==> src/rtl/rtcf_pkg.sv <==
package rtcf_pkg;
  localparam int ADDR_W = 8;
  localparam int DATA_W = 32;
  localparam int FLD_W  = 8;
  localparam int N_FLAG = 6;

  typedef enum logic [1:0] {KS_SHUT = 2'd0, KS_HALF = 2'd1, KS_OPEN = 2'd2} key_st_e;

  localparam logic [ADDR_W-1:0] OFS_TIME_BASE = 8'h00;
  localparam logic [ADDR_W-1:0] OFS_ALM_BASE  = 8'h20;
  localparam logic [ADDR_W-1:0] OFS_CTL       = 8'h40;
  localparam logic [ADDR_W-1:0] OFS_STS       = 8'h44;
  localparam logic [ADDR_W-1:0] OFS_IEN       = 8'h48;
  localparam logic [ADDR_W-1:0] OFS_OSC       = 8'h54;
  localparam logic [ADDR_W-1:0] OFS_KEY0      = 8'h6C;
  localparam logic [ADDR_W-1:0] OFS_KEY1      = 8'h70;
  localparam logic [ADDR_W-1:0] OFS_WAKE      = 8'h7C;

  localparam logic [FLD_W-1:0] CTL_WMASK  = 8'hED;
  localparam logic [FLD_W-1:0] CTL_RMASK  = 8'h6D;
  localparam logic [FLD_W-1:0] IEN_WMASK  = 8'h0C;
  localparam logic [FLD_W-1:0] OSC_WMASK  = 8'h40;
  localparam logic [FLD_W-1:0] WAKE_WMASK = 8'h02;

  // sticky flag order (status bits 2..7): sec, min, hour, day, alarm, power-up
  localparam int FL_SEC = 0;
  localparam int FL_ALM = 4;
  localparam int FL_PWR = 5;
  localparam logic [N_FLAG-1:0] FLAG_RST = 6'b100000;

  function automatic logic [ADDR_W-1:0] field_ofs(int idx, logic [ADDR_W-1:0] base);
    return base + ADDR_W'(idx * 4);
  endfunction

  function automatic logic [N_FLAG-1:0] flag_next(logic [N_FLAG-1:0] cur,
                                                  logic [N_FLAG-1:0] set,
                                                  logic [N_FLAG-1:0] clr);
    return (cur & ~clr) | set;
  endfunction

  function automatic key_st_e key_next(key_st_e cur, logic hit0, logic hit1,
                                       logic [DATA_W-1:0] d,
                                       logic [DATA_W-1:0] m0,
                                       logic [DATA_W-1:0] m1);
    key_st_e n;
    n = cur;
    if (hit0) begin
      if (d == '0)                n = KS_SHUT;
      else if (d == m0)           n = (cur == KS_OPEN) ? KS_OPEN : KS_HALF;
      else if (cur != KS_OPEN)    n = KS_SHUT;
    end else if (hit1 && cur == KS_HALF) begin
      n = (d == m1) ? KS_OPEN : KS_SHUT;
    end
    return n;
  endfunction
endpackage

==> src/rtl/rtcf_keylock.sv <==
module rtcf_keylock
  import rtcf_pkg::*;
#(
  parameter logic [DATA_W-1:0] KEY0 = 32'h83E70B13,
  parameter logic [DATA_W-1:0] KEY1 = 32'h95A4F1E0
) (
  input  logic              clk,
  input  logic              rst_n,
  input  logic              hit0,
  input  logic              hit1,
  input  logic [DATA_W-1:0] wdata,
  output logic              open
);
  key_st_e st_q;

  always_ff @(posedge clk or negedge rst_n) begin
    if (!rst_n) st_q <= KS_SHUT;
    else        st_q <= key_next(st_q, hit0, hit1, wdata, KEY0, KEY1);
  end

  assign open = (st_q == KS_OPEN);
endmodule

==> src/rtl/rtcf_flags.sv <==
module rtcf_flags
  import rtcf_pkg::*;
(
  input  logic              clk,
  input  logic              rst_n,
  input  logic [N_FLAG-1:0] set,
  input  logic [N_FLAG-1:0] clr,
  output logic [N_FLAG-1:0] flags
);
  logic [N_FLAG-1:0] q;

  always_ff @(posedge clk or negedge rst_n) begin
    if (!rst_n) q <= FLAG_RST;
    else        q <= flag_next(q, set, clr);
  end

  assign flags = q;
endmodule

==> src/rtl/rtcf_cfgreg.sv <==
module rtcf_cfgreg
  import rtcf_pkg::*;
#(
  parameter logic [FLD_W-1:0] WMASK = 8'hFF
) (
  input  logic             clk,
  input  logic             rst_n,
  input  logic             we,
  input  logic [FLD_W-1:0] d,
  output logic [FLD_W-1:0] q
);
  always_ff @(posedge clk or negedge rst_n) begin
    if (!rst_n)  q <= '0;
    else if (we) q <= d & WMASK;
  end
endmodule

==> src/rtl/rtc_regfront.sv <==
module rtc_regfront
  import rtcf_pkg::*;
#(
  parameter int                N_TIME = 7,
  parameter int                N_ALM  = 6,
  parameter logic [DATA_W-1:0] KEY0   = 32'h83E70B13,
  parameter logic [DATA_W-1:0] KEY1   = 32'h95A4F1E0
) (
  input  logic                    clk,
  input  logic                    rst_n,
  input  logic                    bus_sel,
  input  logic                    bus_wr,
  input  logic [ADDR_W-1:0]       bus_addr,
  input  logic [DATA_W-1:0]       bus_wdata,
  output logic [DATA_W-1:0]       bus_rdata,
  input  logic [N_TIME*FLD_W-1:0] core_time,
  input  logic                    core_busy,
  input  logic                    core_running,
  input  logic                    evt_sec,
  input  logic                    evt_min,
  input  logic                    evt_hour,
  input  logic                    evt_day,
  input  logic                    evt_alarm,
  output logic [N_TIME-1:0]       time_ld,
  output logic [FLD_W-1:0]        ld_byte,
  output logic [N_ALM*FLD_W-1:0]  alarm_val,
  output logic [FLD_W-1:0]        ctl_bits,
  output logic                    osc_en,
  output logic                    irq_timer,
  output logic                    irq_alarm,
  output logic                    wake_alarm
);
  // named internal events
  logic              wr_go;
  logic              acc_ok;
  logic              unlock_open;
  logic              hit_key0, hit_key1;
  logic              sts_wr;
  logic [N_FLAG-1:0] flag_set, flag_clr, flag_q;
  logic [FLD_W-1:0]  ien_q, osc_q, wake_q;
  logic [FLD_W-1:0]  alm_q [N_ALM];
  logic [FLD_W-1:0]  wbyte;

  assign wr_go    = bus_sel & bus_wr;
  assign hit_key0 = wr_go && (bus_addr == OFS_KEY0);
  assign hit_key1 = wr_go && (bus_addr == OFS_KEY1);
  assign acc_ok   = wr_go & unlock_open;
  assign wbyte    = bus_wdata[FLD_W-1:0];
  assign sts_wr   = acc_ok && (bus_addr == OFS_STS);

  rtcf_keylock #(.KEY0(KEY0), .KEY1(KEY1)) u_lock (
    .clk(clk), .rst_n(rst_n), .hit0(hit_key0), .hit1(hit_key1),
    .wdata(bus_wdata), .open(unlock_open)
  );

  assign flag_set = {1'b0, evt_alarm, evt_day, evt_hour, evt_min, evt_sec};
  assign flag_clr = sts_wr ? wbyte[FLD_W-1:2] : '0;

  rtcf_flags u_flags (
    .clk(clk), .rst_n(rst_n), .set(flag_set), .clr(flag_clr), .flags(flag_q)
  );

  rtcf_cfgreg #(.WMASK(CTL_WMASK)) u_ctl (
    .clk(clk), .rst_n(rst_n), .we(acc_ok && (bus_addr == OFS_CTL)),
    .d(wbyte), .q(ctl_bits)
  );
  rtcf_cfgreg #(.WMASK(IEN_WMASK)) u_ien (
    .clk(clk), .rst_n(rst_n), .we(acc_ok && (bus_addr == OFS_IEN)),
    .d(wbyte), .q(ien_q)
  );
  rtcf_cfgreg #(.WMASK(OSC_WMASK)) u_osc (
    .clk(clk), .rst_n(rst_n), .we(acc_ok && (bus_addr == OFS_OSC)),
    .d(wbyte), .q(osc_q)
  );
  rtcf_cfgreg #(.WMASK(WAKE_WMASK)) u_wake (
    .clk(clk), .rst_n(rst_n), .we(acc_ok && (bus_addr == OFS_WAKE)),
    .d(wbyte), .q(wake_q)
  );

  for (genvar j = 0; j < N_ALM; j++) begin : g_alm
    rtcf_cfgreg #(.WMASK(8'hFF)) u_alm (
      .clk(clk), .rst_n(rst_n),
      .we(acc_ok && (bus_addr == field_ofs(j, OFS_ALM_BASE))),
      .d(wbyte), .q(alm_q[j])
    );
    assign alarm_val[j*FLD_W +: FLD_W] = alm_q[j];
  end

  for (genvar i = 0; i < N_TIME; i++) begin : g_tld
    assign time_ld[i] = acc_ok && (bus_addr == field_ofs(i, OFS_TIME_BASE));
  end
  assign ld_byte = wbyte;

  assign irq_timer  = flag_q[FL_SEC] & ien_q[2];
  assign irq_alarm  = flag_q[FL_ALM] & ien_q[3];
  assign wake_alarm = flag_q[FL_ALM] & wake_q[1];
  assign osc_en     = osc_q[6];

  always_comb begin
    bus_rdata = '0;
    for (int i = 0; i < N_TIME; i++)
      if (bus_addr == field_ofs(i, OFS_TIME_BASE))
        bus_rdata[FLD_W-1:0] = core_time[i*FLD_W +: FLD_W];
    for (int j = 0; j < N_ALM; j++)
      if (bus_addr == field_ofs(j, OFS_ALM_BASE))
        bus_rdata[FLD_W-1:0] = alm_q[j];
    case (bus_addr)
      OFS_CTL:  bus_rdata[FLD_W-1:0] = ctl_bits & CTL_RMASK;
      OFS_STS:  bus_rdata[FLD_W-1:0] = {flag_q, core_running, core_busy};
      OFS_IEN:  bus_rdata[FLD_W-1:0] = ien_q;
      OFS_OSC:  bus_rdata[FLD_W-1:0] = osc_q;
      OFS_WAKE: bus_rdata[FLD_W-1:0] = wake_q;
      OFS_KEY0: bus_rdata[0]         = unlock_open;
      default:  ;
    endcase
  end
endmodule

==> config.mk <==
export PLATFORM = sky130hd
export DESIGN_NAME = rtc_regfront
export DESIGN_NICKNAME = d
export VERILOG_FILES = /design/src/rtl/rtcf_pkg.sv /design/src/rtl/rtcf_keylock.sv /design/src/rtl/rtcf_flags.sv /design/src/rtl/rtcf_cfgreg.sv /design/src/rtl/rtc_regfront.sv
export SDC_FILE = /design/constraint.sdc
export NUM_CORES = 1
export LEC_CHECK = 0
export BUFFER_PORTS_ARGS = -buffer_cell sky130_fd_sc_hd__buf_2
export CAP_MARGIN = 20
export CORE_UTILIZATION = 53
export DETAILED_ROUTE_END_ITERATION = 12
export PLACE_DENSITY = 0.87
export RECOVER_POWER = 100
export SYNTH_ARGS = -nofsm -noshare
export SYNTH_HDL_FRONTEND = slang
export SYNTH_HIERARCHICAL = 1
export SYNTH_SLANG_ARGS = --single-unit
==> constraint.sdc <==
create_clock -name clk -period 4.95 [get_ports clk]
set_clock_uncertainty 0.15 [all_clocks]
set_input_delay 0.2475 -clock clk [delete_from_list [all_inputs] [get_ports clk]]
set_output_delay 0.2475 -clock clk [all_outputs]
set_load 0.005 [all_outputs]
==> results of run 1 <==
[through the flow]
stage	hold slack, ps	cell area (µm²)	utilization, %	worst slack (ps)	cells
floorplan	-198	5260	-	2890	554
global placement	284	5800	62.4	1780	789
detailed placement	284	5800	62.4	1690	789
CTS	41.3	6080	65.5	2000	811
global route	80.4	5850	63.0	966	812
finish	45.8	5850	63.0	1150	812
[cell type report]
cell class | instances | area, µm²
Clock buffer | 9 | 124
Clock inverter | 7 | 100
Fill cell | 867 | 3440
Inverter | 12 | 45.0
Multi-Input combinational cell | 391 | 2780
Sequential cell | 66 | 1650
Tap cell | 129 | 161
Timing Repair Buffer | 198 | 985
[power groups by stage]
stage | sequential, mW | combinational (mW) | clock, mW
global placement | 0.549 | 0.170 | 0
global route | 0.539 | 0.196 | 0.558
CTS | 0.539 | 0.178 | 0.533
floorplan | 0.550 | 0.110 | 0
finish | 0.539 | 0.179 | 0.529
detailed placement | 0.549 | 0.174 | 0
[routing by layer]
layer	up-vias	part of all wire (%)
met5	-	0
met4	0	2.0
met3	28	9.3
met2	310	48
met1	2326	41
li1	2127	-
[path summary, 6_finish.rpt]
path	end	start	slack [ps]	depth (start not counted)
min in group asynchronous	g_alm[0].u_alm/q[0]	rst_n	480	3
max in group asynchronous	u_ien/q[2]	rst_n	3620	3
worst min register to register	u_flags/flags[1]	u_flags/flags[1]	350	1
worst max register to register	g_alm[1].u_alm/q[3]	u_lock/st_q[0]	2400	6
worst min-delay path	u_lock/st_q[0]	bus_wdata[10]	50	4
worst max-delay path	bus_rdata[6]	bus_addr[3]	1150	6
[layout by cell type, fill, tap and decap left out, types with 8 or more instances in the layout]
| cell | instances |
|---|---|
| a21oi_1 | 19 |
| clkbuf_8 | 9 |
| mux4_2 | 8 |
| nand2_1 | 33 |
| mux2_2 | 27 |
| nor3_1 | 11 |
| nor4_1 | 11 |
| a21o_1 | 8 |
| buf_2 | 151 |
| nor2_1 | 31 |
| a32oi_1 | 9 |
| mux2i_1 | 9 |
| nand3_1 | 9 |
| conb_1 | 47 |
| a22oi_1 | 11 |
| clkbuf_1 | 35 |
| dfrtp_1 | 65 |
| inv_1 | 12 |
| o21ai_0 | 26 |
| mux2_1 | 29 |
[state kept, by name, summed over array words and instances (netlist names)]
signal	cells
u_ctl/q	6
u_ien/q	2
u_lock/st_q	2
u_flags/flags	6
u_osc/q	1
g_alm.u_alm/q	48
u_wake/q	1
[synth_stat cells (all sizes together) (3+ instances only)]
cell / count
dfrtp: 65
mux4: 8
mux2i: 9
buf: 76
inv: 12
a22o: 5
or4b: 3
and2: 11
a22oi: 11
nor2b: 7
nor3: 11
mux2: 61
nand3: 9
o21ai: 27
or3: 3
a32oi: 9
a21oi: 19
nor4b: 4
o2111ai: 3
nand2: 33
nand2b: 5
or2: 5
nor2: 33
nor4: 14
a21o: 8
conb: 5
o22ai: 5
o211ai: 4
and3: 3
nand4: 7
o31ai: 3
clkbuf: 9
[critical path, stage by stage]
cell	delay, ps
clkbuf_1	1480
inv_1	540
nand2_1	370
a21oi_1	70
o41ai_1	500
clkbuf_1	180
[kinds of logic after synthesis]
| kind of cell | count (synthesis) | synth area share, % |
|---|---|---|
| mux | 78 | 22.9 |
| buf+inv | 97 | 12.5 |
| compound gates | 113 | 15.1 |
| flops | 66 | 32.4 |
| other cells | 5 | 0.368 |
| simple gates | 153 | 16.7 |
[what timing repair did]
item / in CTS / in global routing
endpoints found under the hold margin: 70 / 0
hold buffers: 6 / 0
setup endpoints to repair: 0 / 0
==> impl_metrics.ini, run 1 <==
[outcome]
status = finished with violations
violations = max-capacitance violations, max-slew violations

[clock_network]
cts_buffer_depth = 2
postCtsResizedCells = 0
cts.sinks = 66
cts.reportedPaths.clkPinSlew_ps = 90
cts_root_buffer = clkbuf_8
tritoncts = yes
cts_inserted_buffers = 9
postCtsSetupBuffers = 0
htree_levels = 3
clk_latency_ps = 350

[setup_path]
endpoint_kind = primary output
start_kind = input port
cp_data_arrival_time_ps = 3410
cp_max_fo = 42
cp.required_ps = 4550
crit_type = in -> out

[global_route]
overflow = 0
grt_use_total_pct = 33.8
grt_use_met1_pct = 45.6
grt_pass1_vias = 4624
grt_antenna_before_repair = 0
grt_max_degree = 67
grtUsageMet3_pct = 5.78
grt_first_pass_wirelength_mm = 25.4
grt_use_met2_pct = 56.4
grt_busiest_layer = met2

[pwr]
p_per_area_nw_per_um2 = 213
clkPwrFrac_pct = 42.4
pwr-share-comb_pct = 14.4
seqPwrFrac_pct = 43.2
swShare_pct = 28.2
finalPower_mw = 1.25
max-vdd-ir-drop_mv = 0.127
p_int_mw = 0.896
leakagePower_nw = 2.82
power.switching_mw = 0.351

[routing]
routedWlPerCell_um = 20.6
vias = 4791
wl_mm = 16.7
first_pass_iters = 5
drtAntennaViolNets = 0
post_drt_via_cell_ratio = 5.90
drtIter0Drc = 433
drc_errors = 0

[worst_hold_path]
hold_class = in -> reg

[sta]
hold_violations = 0
finalMaxSlewViolations = 43
period_minus_slack_ps = 3800
max_freq_ghz = 0.263
tightestPinTransition_ps = 2110
relSlewSlack_pct = -40.6
period_share_pct = 76.9
setup_viol_count_final = 0
finalSetupTns_ps = 0
rsz0062_at_grt = no

[die]
initial_core_util_pct = 54.9
io_pins = 214
rows = 35
die_x_um = 100
core_um2 = 9280
die_area_um2 = 10000
die_h_um = 100

[synth]
syn_area_per_cell_um2 = 9.96
synthArstFlopShare_pct = 100
synthTopCellsByArea = dfrtp_1 (32%), mux2_4 (16%), buf_4 (8.0%)
yosysUniqueCellTypes = 61
synth_edf_count = 0
syn_inst = 512
yosys_register_bits = 66
synthFlopType = dfrtp_1
seq_area_frac_synth_pct = 32.4
synth_area_um2 = 5100
synth_top_area_share_pct = 31.9
synth_top_cell_by_area = dfrtp_1
yosys_warnings = 6

[placement]
dp_hpwl_mm = 12.5
place_congestion = 0.969
port_buffers = 187

[final_layout]
n_antenna_cell = 0
drive_above_1_share_pct = 33.2
fin_nets = 785
syn2layout_area_growth_pct = 14.7

[flow_run]
cap_violations = 1
Note: power is estimated with default switching activity, not from simulation.
==> run 2, diff against run 1 <==
CORE_UTILIZATION = 44   (was 53)
PLACE_DENSITY = 0.77   (was 0.87)
clock period = 3.4 ns   (was 4.95 ns; I/O delays follow)
==> impl_metrics.ini, run 2 (synthesis gave the netlist of run 1 again) <==
[outcome]
status = finished with violations
violations = max-capacitance violations, max-slew violations

[routing]
first_pass_iters = 6
drtAntennaViolNets = 0
routedWlPerCell_um = 21.1
vias = 4901
wl_mm = 17.5
drc_errors = 0
drtIter0Drc = 427
post_drt_via_cell_ratio = 5.88

[placement]
dp_hpwl_mm = 13.2
port_buffers = 187
dp_slack_ps = 793
place_inst = 809
place_congestion = 0.954
placed_area_um2 = 5880

[sta]
rsz0062_at_grt = no
hold_violations = 0
finalMaxSlewViolations = 44
whs_ps = 20.5
relSlewSlack_pct = -55.8
finalSetupTns_ps = 0
tightestPinTransition_ps = 2340
worst_slack_ps = 694
setup_viol_count_final = 0
period_share_pct = 79.6
max_freq_ghz = 0.370
period_minus_slack_ps = 2710

[pwr]
p_per_area_nw_per_um2 = 367
leakagePower_nw = 2.92
max-vdd-ir-drop_mv = 0.237
finalPower_mw = 2.23

[final_layout]
fillers = 1069
layout.area.seq_um2 = 1650
top_register = g_alm.u_alm/q
fin_util_pct = 54.8
n_antenna_cell = 0
multi_input_area_um2 = 2790
layout_common_cells = buf_2 (146), dfrtp_1 (65), conb_1 (47), clkbuf_1 (45), mux2_1 (45)
stdcell_count = 833
largest_reg_flops = 48
fin_area_um2 = 6070
layout_commonest_cell = buf_2
syn2layout_area_growth_pct = 19.1
fin_nets = 795
drive_above_1_share_pct = 30.2

[die]
die_x_um = 110
die_area_um2 = 12000
initial_core_util_pct = 46.0
rows = 38
io_pins = 214
core_um2 = 11100
die_h_um = 110

[clock_network]
postCtsSetupBuffers = 0
clk_latency_ps = 330
tritoncts = yes
hold_buffers = 8
cts_buffer_depth = 2
htree_levels = 3
cts_inserted_buffers = 9
cts_root_buffer = clkbuf_16
cts.reportedPaths.clkPinSlew_ps = 60
postCtsResizedCells = 0
cts.sinks = 66

[global_route]
overflow = 0
grt_first_pass_wirelength_mm = 26.7
grt_max_degree = 44
grt_pass1_vias = 4772
grt_use_total_pct = 30.0
grt_antenna_before_repair = 0

[setup_path]
reg2reg_depth = 6
crit_type = in -> out
rr_startpoint = u_lock/st_q[0]
cp_data_arrival_time_ps = 2390
rrSetupSlack_ps = 820
cp_max_fo = 26
crit_start = bus_addr[2]
start_kind = input port
cp.required_ps = 3080
endpoint_kind = primary output
rr_endpoint = g_alm[1].u_alm/q[7]

[worst_hold_path]
hold_depth = 4
hold_class = in -> reg
min_from = bus_wdata[30]
holdPathEnd = u_lock/st_q[0]

[flow_run]
cap_violations = 1
[run 2: cell types whose count changed in the layout (fill, tap and decap cells not counted), sizes merged]
cell	delta
buf	-2
bufinv	+2
clkbuf	+11
clkinv	-2
dlygate4sd3	+2
inv	-1
[run 2: worst max-delay path by stage]
stage / endpoint / depth (start not counted)
finish: bus_rdata[1] / 8
global route: u_flags/flags[5] / 3
CTS: bus_rdata[2] / 8
detailed placement: bus_rdata[2] / 8
global placement: bus_rdata[2] / 8
floorplan: g_alm[0].u_alm/q[0] / 7
[run 2: layout make-up]
cell class / instances / share of cell area [%]
sequential: 66 / 27.2
clock buffer: 10 / 3.77
tap: 140 / 2.89
timing repair buffer: 208 / 17.1
inverter: 12 / 0.742
clock inverter: 6 / 2.27
multi-input combinational: 391 / 46.0
[run 2: worst max-delay path, stage by stage]
cell       delay, ps
buf_2            420
clkbuf_2         550
nor2b_1           90
a2111oi_0        610
o31ai_1          170
o2111ai_1        100
nand3_1          130
clkbuf_1         130
[run 2: metal layers]
layer	GRT usage, %	wire [µm]
met4	10.0	427
met2	48.8	8300
met3	4.74	1470
met1	40.6	7350
met5	0	0
[run 2: where the power goes]
part	internal (mW)	total, mW	switching (mW)
logic	0.103	0.270	0.166
registers	0.786	0.786	0.000000000000300
clock network	0.795	1.17	0.376
==> run 3, diff against run 2 <==
clock period = 2.41 ns   (was 3.4 ns; I/O delays follow)
==> impl_metrics.ini, run 3 (synthesis gave the netlist of run 1 again) <==
[outcome]
status = complete, no violations

[worst_hold_path]
hold_class = in -> reg

[routing]
vias = 4984
first_pass_iters = 5
routedWlPerCell_um = 21.0
drtIter0Drc = 285
post_drt_via_cell_ratio = 5.79
wl_mm = 18.1
drtAntennaViolNets = 0
drc_errors = 0

[clock_network]
cts_buffer_depth = 2
clk_latency_ps = 330
cts.reportedPaths.clkPinSlew_ps = 60
cts.sinks = 66
cts_inserted_buffers = 9
htree_levels = 3
tritoncts = yes
cts_root_buffer = clkbuf_16

[sta]
hold_violations = 0
finalMaxSlewViolations = 0
period_minus_slack_ps = 2310
worst_slack_ps = 99.7
period_share_pct = 95.9
max_freq_ghz = 0.433
relSlewSlack_pct = 40.2
finalSetupTns_ps = 0
tightestPinTransition_ps = 897
rsz0062_at_grt = no
setup_viol_count_final = 0

[setup_path]
crit_chain = nor2b_1 -> nand3_2 -> nor4_2 -> clkbuf_2 -> mux2_1
cp_max_fo = 7
endpoint = g_alm[3].u_alm/q[3]
reg2reg_depth = 5
crit_type = reg -> reg
critPathMaxStageDelay_ps = 420
cp_data_arrival_time_ps = 2370
rr_endpoint = g_alm[3].u_alm/q[3]
crit_start = u_lock/st_q[0]
slowest_stage = nor2b_1
crit_family = simple AND/OR/NAND/NOR gates
path_depth = 5
cp.required_ps = 2470
cp_num_buf_inv = 1
endpoint_kind = flip-flop
start_kind = flip-flop
rrSetupSlack_ps = 100
rr_startpoint = u_lock/st_q[0]

[placement]
place_congestion = 0.924
port_buffers = 187
dp_hpwl_mm = 13.8
dp_slack_ps = 78.6

[final_layout]
n_antenna_cell = 0
drive_above_1_share_pct = 32.9
top_register = g_alm.u_alm/q
layout_commonest_cell = buf_2
fin_nets = 823
largest_reg_flops = 48
syn2layout_area_growth_pct = 23.6
fillers = 1068
layout_common_cells = buf_2 (140), dfrtp_1 (65), conb_1 (47), mux2_1 (45), clkbuf_1 (45)

[global_route]
overflow = 0
grt_antenna_before_repair = 0
grt_first_pass_wirelength_mm = 27.1
grt_pass1_vias = 4881
grt_max_degree = 38
grt_use_total_pct = 31.0

[die]
core_um2 = 11100
die_h_um = 110
die_area_um2 = 12000
io_pins = 214
initial_core_util_pct = 46.0
rows = 38
die_x_um = 110

[pwr]
leakagePower_nw = 3.04
max-vdd-ir-drop_mv = 0.288
p_per_area_nw_per_um2 = 437

[flow_run]
cap_violations = 0
==> run 3: cell count changes in the layout (fill, tap and decap cells not counted), sizes merged <==
cell,change
buf,+11
clkbuf,+10
dlygate4sd3,+5
bufinv,-4
clkinvlp,+3
clkinv,+1
dlymetal6s4s,+1
inv,+1
==> run 3: worst min-delay path by stage <==
stage,cells past startpoint,end,start
final,4,u_lock/st_q[1],bus_wdata[11]
after global routing,4,u_lock/st_q[1],bus_wdata[11]
after CTS,4,u_lock/st_q[1],bus_wdata[25]
after detailed placement,1,g_alm[3].u_alm/q[0],rst_n
after global placement,1,g_alm[3].u_alm/q[0],rst_n
after floorplan,0,g_alm[0].u_alm/q[0],rst_n
==> run 3: tightest hold or removal path: cells and delay by family <==
kind / cells / cell delay [ps]
AO/OA/AOI/OAI: 1 / 100
buffers and inverters: 1 / 90
AND/OR/NAND/NOR: 2 / 140
==> run 3: what timing repair did <==
action,CTS,global route
hold buffers,14,0
pin swaps,0,1
buffers inserted,1,0
gates resized for setup,1,7
endpoints found under the hold margin,36,0
gates cloned,0,0
endpoints found under the setup margin,2,10
==> run 3: power by group <==
part | internal, mW | switching [mW]
clock network | 0.702 | 0.527
logic | 0.169 | 0.251
registers | 1.11 | 0.000000000000365
total | 1.98 | 0.777
==> run 3: cell type report <==
class | count | area (µm²) | area share (%)
multi-input cells | 391 | 2840 | 45.0
flip-flops and latches | 66 | 1650 | 26.2
repair buffers | 236 | 1320 | 20.9
clock buffers | 9 | 225 | 3.57
well taps | 140 | 175 | 2.78
clock inverters | 7 | 53.8 | 0.854
inverters | 12 | 45.0 | 0.715
==> run 3: metrics by stage <==
step                      total power [mW]  util, %  std cells  hold slack [ps]  area [µm²]
after floorplan                       1.35        -        554             -325        5260
after global placement                1.53     55.0        830             71.4        6100
after detailed placement              1.53     55.0        830             93.8        6100
after CTS                             2.77     58.9        861             9.91        6530
after global routing                  2.86     56.9        861             35.0        6300
final                                 2.76     56.9        861             22.0        6300
==> run 3: routing by layer <==
layer / part of all wire (%) / global-route usage (%)
met1: 42 / 40.3
met2: 49 / 53.0
met3: 7.1 / 4.39
met4: 1.8 / 10.0
met5: 0 / 0
